## config.mk

```make
export PLATFORM = sky130hd
export DESIGN_NAME = mash111_mod
export DESIGN_NICKNAME = d
export VERILOG_FILES = /design/src/rtl/mash111_pkg.sv /design/src/rtl/mash111_slice.sv /design/src/rtl/mash111_skew.sv /design/src/rtl/mash111_stage.sv /design/src/rtl/mash111_ecu.sv /design/src/rtl/mash111_mod.sv
export SDC_FILE = /design/constraint.sdc
export NUM_CORES = 1
export LEC_CHECK = 0
export ABC_AREA = 1
export BUFFER_PORTS_ARGS = -buffer_cell sky130_fd_sc_hd__buf_4
export CAP_MARGIN = 15
export CORE_MARGIN = 10
export CORE_UTILIZATION = 30
export DETAILED_ROUTE_END_ITERATION = 12
export PLACE_DENSITY = 0.53
export SYNTH_ARGS = -nofsm -noshare
export SYNTH_HDL_FRONTEND = slang
export SYNTH_SLANG_ARGS = --single-unit
```

## constraint.sdc

```tcl
create_clock -name clk_i -period 6.2 [get_ports clk_i]
set_input_delay 0.62 -clock clk_i [delete_from_list [all_inputs] [get_ports clk_i]]
set_output_delay 0.62 -clock clk_i [all_outputs]
set_load 0.03 [all_outputs]
```

## src/rtl/mash111_pkg.sv

```systemverilog
package mash111_pkg;

    // Number of cascaded first-order stages (fixed by the 1-1-1 structure)
    localparam int NSTAGE = 3;

    // Code emitted for a signed cancellation result of zero
    localparam logic [2:0] CODE_ZERO = 3'b011;

    // Map a signed result y in -4..3 to the unsigned code 3 - y:
    // y2 passes straight through, y1 and y0 are inverted.
    function automatic logic [2:0] enc_code(input logic [2:0] y);
        return {y[2], ~y[1], ~y[0]};
    endfunction

    // Enabled edges from taking a word to showing its code
    function automatic int pipe_lat(input int nslice);
        return nslice + NSTAGE - 1;
    endfunction

endpackage

```

## src/rtl/mash111_slice.sv

```systemverilog
module mash111_slice #(
    parameter int SW = 5
) (
    input  logic          clk_i,
    input  logic          rst_i,
    input  logic          en_i,
    input  logic [SW-1:0] add_i,
    input  logic          cin_i,
    output logic [SW-1:0] acc_o,
    output logic          cout_o
);

    logic [SW:0] sum_c;

    always_comb begin
        sum_c = {1'b0, acc_o} + {1'b0, add_i} + {{SW{1'b0}}, cin_i};
    end

    always_ff @(posedge clk_i) begin
        if (rst_i) begin
            acc_o  <= '0;
            cout_o <= 1'b0;
        end else if (en_i) begin
            acc_o  <= sum_c[SW-1:0];
            cout_o <= sum_c[SW];
        end
    end

    // A wrap leaves the slice below the addend it just took in; no wrap leaves it at or above.
    p_slice_carry_r4: assert property (@(posedge clk_i) disable iff (rst_i)
        $past(en_i && !rst_i) |->
            (cout_o == (acc_o < ({1'b0, $past(add_i)} + {{SW{1'b0}}, $past(cin_i)}))));

endmodule

```

## src/rtl/mash111_skew.sv

```systemverilog
module mash111_skew #(
    parameter int WORD_W  = 20,
    parameter int SLICE_W = 5
) (
    input  logic              clk_i,
    input  logic              rst_i,
    input  logic              en_i,
    input  logic [WORD_W-1:0] word_i,
    output logic [WORD_W-1:0] skew_o
);

    localparam int NSLICE = WORD_W / SLICE_W;

    // Slice j is delayed by j enabled edges so that it meets its ripple carry.
    for (genvar j = 0; j < NSLICE; j++) begin : g_lane
        if (j == 0) begin : g_direct
            assign skew_o[SLICE_W-1:0] = word_i[SLICE_W-1:0];
        end else begin : g_delay
            logic [SLICE_W-1:0] tap_q [j];
            always_ff @(posedge clk_i) begin
                if (rst_i) begin
                    for (int i = 0; i < j; i++) tap_q[i] <= '0;
                end else if (en_i) begin
                    tap_q[0] <= word_i[j*SLICE_W +: SLICE_W];
                    for (int i = 1; i < j; i++) tap_q[i] <= tap_q[i-1];
                end
            end
            assign skew_o[j*SLICE_W +: SLICE_W] = tap_q[j-1];
        end
    end

endmodule

```

## src/rtl/mash111_stage.sv

```systemverilog
module mash111_stage #(
    parameter int WORD_W  = 20,
    parameter int SLICE_W = 5
) (
    input  logic              clk_i,
    input  logic              rst_i,
    input  logic              en_i,
    input  logic [WORD_W-1:0] skew_in_i,
    output logic [WORD_W-1:0] skew_acc_o,
    output logic              carry_o
);

    localparam int NSLICE = WORD_W / SLICE_W;

    logic [NSLICE:0] cy;
    assign cy[0] = 1'b0;

    for (genvar j = 0; j < NSLICE; j++) begin : g_slice
        mash111_slice #(.SW(SLICE_W)) u_slice (
            .clk_i  (clk_i),
            .rst_i  (rst_i),
            .en_i   (en_i),
            .add_i  (skew_in_i[j*SLICE_W +: SLICE_W]),
            .cin_i  (cy[j]),
            .acc_o  (skew_acc_o[j*SLICE_W +: SLICE_W]),
            .cout_o (cy[j+1])
        );
    end

    // Carry register of the top slice is the stage carry-out
    assign carry_o = cy[NSLICE];

endmodule

```

## src/rtl/mash111_ecu.sv

```systemverilog
module mash111_ecu
    import mash111_pkg::*;
(
    input  logic       clk_i,
    input  logic       rst_i,
    input  logic       en_i,
    input  logic       c1_i,
    input  logic       c2_i,
    input  logic       c3_i,
    output logic [2:0] code_o
);

    // Alignment: stage k carry lags stage 1 by k-1 edges
    logic       c1_d1_q, c1_d2_q, c2_d1_q;
    // Differentiator taps
    logic       c3_p_q;
    logic [1:0] t_p_q;
    logic [1:0] t_c;
    logic [2:0] y_c;

    // Recoded carry: set means -1, which is {2{c}} or {3{c}} in two's complement
    always_comb begin
        t_c = {2{c2_d1_q}} + {2{c3_i}} - {2{c3_p_q}};
        y_c = {3{c1_d2_q}} + {t_c[1], t_c} - {t_p_q[1], t_p_q};
    end

    always_ff @(posedge clk_i) begin
        if (rst_i) begin
            c1_d1_q <= 1'b0;
            c1_d2_q <= 1'b0;
            c2_d1_q <= 1'b0;
            c3_p_q  <= 1'b0;
            t_p_q   <= '0;
            code_o  <= CODE_ZERO;
        end else if (en_i) begin
            c1_d1_q <= c1_i;
            c1_d2_q <= c1_d1_q;
            c2_d1_q <= c2_i;
            c3_p_q  <= c3_i;
            t_p_q   <= t_c;
            code_o  <= enc_code(y_c);
        end
    end

    p_hold_r5: assert property (@(posedge clk_i) disable iff (rst_i)
        (!en_i && !rst_i) |=> $stable(code_o));

    p_quiet_code_r2: assert property (@(posedge clk_i) disable iff (rst_i)
        ($past(en_i && !rst_i) &&
         $past(!c1_d2_q && !c2_d1_q && !c3_i && !c3_p_q && (t_p_q == 2'b00)))
        |-> (code_o == CODE_ZERO));

endmodule

```

## src/rtl/mash111_mod.sv

```systemverilog
module mash111_mod
    import mash111_pkg::*;
#(
    parameter int WORD_W  = 20,
    parameter int SLICE_W = 5
) (
    input  logic              clk_i,
    input  logic              rst_i,
    input  logic              en_i,
    input  logic [WORD_W-1:0] word_i,
    output logic [2:0]        code_o
);

    localparam int NSLICE = WORD_W / SLICE_W;
    localparam int LAT    = pipe_lat(NSLICE);
    localparam int FCW    = $clog2(LAT + 2);

    logic [WORD_W-1:0] stg_w [NSTAGE+1];
    logic [NSTAGE-1:0] carry_w;

    mash111_skew #(.WORD_W(WORD_W), .SLICE_W(SLICE_W)) u_skew (
        .clk_i  (clk_i),
        .rst_i  (rst_i),
        .en_i   (en_i),
        .word_i (word_i),
        .skew_o (stg_w[0])
    );

    // Stages chained in skewed form: residue of stage k feeds stage k+1
    for (genvar k = 0; k < NSTAGE; k++) begin : g_stage
        mash111_stage #(.WORD_W(WORD_W), .SLICE_W(SLICE_W)) u_stage (
            .clk_i      (clk_i),
            .rst_i      (rst_i),
            .en_i       (en_i),
            .skew_in_i  (stg_w[k]),
            .skew_acc_o (stg_w[k+1]),
            .carry_o    (carry_w[k])
        );
    end

    mash111_ecu u_ecu (
        .clk_i  (clk_i),
        .rst_i  (rst_i),
        .en_i   (en_i),
        .c1_i   (carry_w[0]),
        .c2_i   (carry_w[1]),
        .c3_i   (carry_w[2]),
        .code_o (code_o)
    );

    // Fill window counter used by the checks below
    logic [FCW-1:0] fill_q;
    always_ff @(posedge clk_i) begin
        if (rst_i)                                   fill_q <= '0;
        else if (en_i && (fill_q <= FCW'(LAT)))      fill_q <= fill_q + 1'b1;
    end

    p_fill_zero_r1: assert property (@(posedge clk_i) disable iff (rst_i)
        (fill_q <= FCW'(LAT)) |-> (code_o == CODE_ZERO));

    p_clear_residue_r1: assert property (@(posedge clk_i) disable iff (rst_i)
        (fill_q == '0) |-> (stg_w[NSTAGE] == '0));

endmodule

```

==> results.txt <==
The flow ran to the end, and the final reports show no timing, DRC or antenna violations. The data required time of the critical path is 6450 ps. The detail-routed via count per cell came out at 4.33. STA classifies the critical path endpoint as a flip-flop. The final net count came out at 934. The floorplan row count came out at 53. The net switching power of the design came out at 0.448 mW. The initial core utilization came out at 30.4%.

For this block, wires on met1 add up to 6010 microns. The met3 wire length is 329 microns. In the post-synthesis netlist, the biggest area contributors are dfxtp_1, edfxtp_1, nand2_1. The initial antenna violation count came out at 0.

The number of violations of the max-capacitance limit is 0. The count of state elements after synthesis came out at 111. The detailed placer's ending HPWL came out at 8320 microns. The startpoint-to-endpoint class of the critical path is reg -> reg.

Buffers inserted to repair hold after CTS numbered 0. The final global-route overflow total came out at 0. The final antenna diode count came out at 0.

The final hold violation count came out at 0. After detailed routing, the number of remaining DRC violations is 0. The minimum clock period after layout is 2120 ps.

The combinational power share came out at 13.8%. Along the worst path, the maximum fanout reaches 3. The power per cell area is 235 nW/um^2. The core region area is 21000 sq um. For this run, the register share of the synthesized area comes to 39.5%. The nature of the critical path startpoint is a flip-flop.

The clock reaches the later pin of the worst-skew pair after 360 ps. Counting every instance in the synthesized netlist gives 814. The wire length on met2 came out at 5400 microns. The number of optimization iterations in the first detailed-route pass came out at 4.

The share of the clock period used by the worst path after layout is 34.2%. Counting along the longest clock path gives a buffer depth of 2. The DRC marker count from the first detailed-route iteration came out at 163. After synthesis, the mean cell area works out to 7.85 sq um. The number of global-route vias before repair is 4607. The height of the chip is 166 microns. The uppermost layer routed is met4. The number of I/O pins came out at 26. At the pin with the least slew margin, the transition time is 956 ps. The routed length per instance came out at 10.6 microns. The maximum number of pins on one net before global-route repair is 69. After synthesis, the netlist uses 23 different library cells. The internal power of the cells totals 1.24 mW. The data arrival time of the critical path came out at 2370 ps. The library cells used most frequently in the layout, excluding fill and tap cells, are nand2_1, inv_1, nand3_1. The number of nets produced by synthesis is 914. The share of power burned in the clock network came out at 37.5%.

After routing, the total negative slack on setup checks comes to 0 ps. In the global route stage, overall resource usage came out at 8.71%. The root buffer selected by CTS is clkbuf_16. For this run, the number of Yosys warnings is 0. The leakage power came out at 3.53 nW.

The fill cell total of the finished layout came out at 2221. Setup repair after global routing left no endpoint under its margin. The first global-routing pass estimated 20800 microns of wire.

The remaining max-slew budget at the tightest pin is 36.2%. The count of instances resized after the clock tree is built is 0. The fraction of layout instances using a drive strength above 1 came out at 6.08%. Setup violations remaining at the end of the flow were counted as 0. The tightest min-delay check is of the reg -> reg type. The maximum clock frequency came out at 472 MHz.

The buffer count from post-CTS setup fixing came out at 0. The total standard cell area after synthesis came out at 6390 sq um. The chip width is 166 microns. The congestion estimate from routability-driven global placement came to 0.779. The top cell type's share of synthesized area came out at 25.4%. The clock edge transition at the registers on the reported setup and hold paths came out at 70 ps. Leaving out fill and tap cells, the most frequent cell in the layout is nand2_1. Summing all multi-input logic gate instances after layout gives 3310 sq um. The routed design has 11800 microns of wire. The number of CTS-inserted buffers is 9. Across all layers, the routed design uses 4828 vias. The number of instances in the placed design is 1098. The die area came out at 27600 sq um. TritonCTS built the clock tree. The number of routed nets with antenna violations came out at 0. The area overhead of the layout relative to synthesis came out at 12.0%.

The count of port buffers added during placement is 25. CTS saw 111 sinks. The highest ir drop seen on vdd is 136 uV. Of all cell types, the one taking the most synthesized area is dfxtp_1. For the final database, setup skew stands at 9.33 ps. After the flow finishes, the layout carries non-filler instances totaling 1114. The number of max-slew violations in the final report is 0.

The flip-flop and latch area came out at 2520 sq um. The level count of the clock H-tree is 3. The net switching share of the total power is 26.6%. The sequential fraction of design power came out at 48.7%.
==> logic make-up (layout without fill, tap and decap cells) <==
logic type,after synthesis,count (layout),share of synthesized area (%)
and+or+nand+nor,406,406,26.6
buffers and inverters,141,166,8.83
AOI/OAI and AO/OA,77,77,6.97
DFF,111,111,39.5
xor gates and xnor gates,2,2,0.274
adders and majority gates,77,77,17.9
==> per-stage QoR <==
step	utilization (%)	total power, mW	hold WS [ps]	area [sq um]	worst slack [ps]
finish	34.1	1.68	450	7160	4080
global route	34.1	1.78	473	7160	3900
CTS	34.1	1.71	454	7160	4060
detailed placement	32.5	1.07	440	6840	3680
global placement	32.5	1.07	441	6840	3700
floorplan	-	1.01	426	6390	4200
==> layer usage <==
metal | vias up | global-route usage [%]
met3 | 8 | 2.30
li1 | 2656 | -
met4 | 0 | 2.54
met1 | 2125 | 11.0
met2 | 39 | 14.3
met5 | - | 0
==> registers in the layout, indices dropped and copies added, names as in the netlist <==
register / flops
u_skew.g_lane.g_delay.tap_q: 30
u_ecu.c1_d1_q: 1
u_ecu.c1_d2_q: 1
u_ecu.c3_p_q: 1
g_stage.u_stage.g_slice.u_slice.acc_o: 60
g_stage.u_stage.g_slice.u_slice.cout_o: 12
u_ecu.t_p_q: 2
u_ecu.c2_d1_q: 1
u_ecu.code_o: 3
==> cells in the mapped netlist (all sizes together) <==
| master | number |
|---|---|
| nand2 | 240 |
| inv | 123 |
| nand3 | 90 |
| dfxtp | 81 |
| nor2 | 62 |
| ha | 53 |
| a21oi | 35 |
| edfxtp | 30 |
| fa | 24 |
| o21ai | 18 |
| buf | 17 |
| a22o | 12 |
| o22ai | 12 |
| nand3b | 11 |
| or2 | 3 |
| clkbuf | 1 |
| xnor2 | 1 |
| xor2 | 1 |
==> worst paths after layout <==
kind / from / to / slack [ps] / cells after the start
min: g_stage[1].u_stage.g_slice[3].u_slice.cout_o / g_stage[1].u_stage.g_slice[3].u_slice.cout_o / 450 / 2
min reg2reg: g_stage[1].u_stage.g_slice[3].u_slice.cout_o / g_stage[1].u_stage.g_slice[3].u_slice.cout_o / 450 / 2
max: g_stage[2].u_stage.g_slice[3].u_slice.cout_o / u_ecu.code_o[2] / 4080 / 9
max reg2reg: g_stage[2].u_stage.g_slice[3].u_slice.cout_o / u_ecu.code_o[2] / 4080 / 9
==> power by group through the flow <==
stage	clock network (mW)	logic (mW)	registers, mW
2_1_floorplan	0	0.187	0.827
3_3_place_gp	0	0.234	0.838
3_5_place_dp	0	0.235	0.838
4_1_cts	0.655	0.236	0.822
5_1_grt	0.681	0.273	0.828
6_report	0.631	0.232	0.821
==> final cells by class <==
class                           count  share of cell area, %
Sequential cell                   111                   35.2
Clock inverter                      7                   1.35
Clock buffer                        9                   3.15
Tap cell                          275                   4.81
Inverter                          123                   6.45
Timing Repair Buffer               27                   2.83
Multi-Input combinational cell    562                   46.2
==> worst max-delay path, cell delays in order (launching register included) <==
cell and delay, ps:
dfxtp_1 380, fa_1 190, inv_1 60, fa_1 500
inv_1 70, fa_1 470, xnor2_1 170, nand2_1 70
nand3_1 80, nand2_1 50
Power figures use the tool's default switching activity.
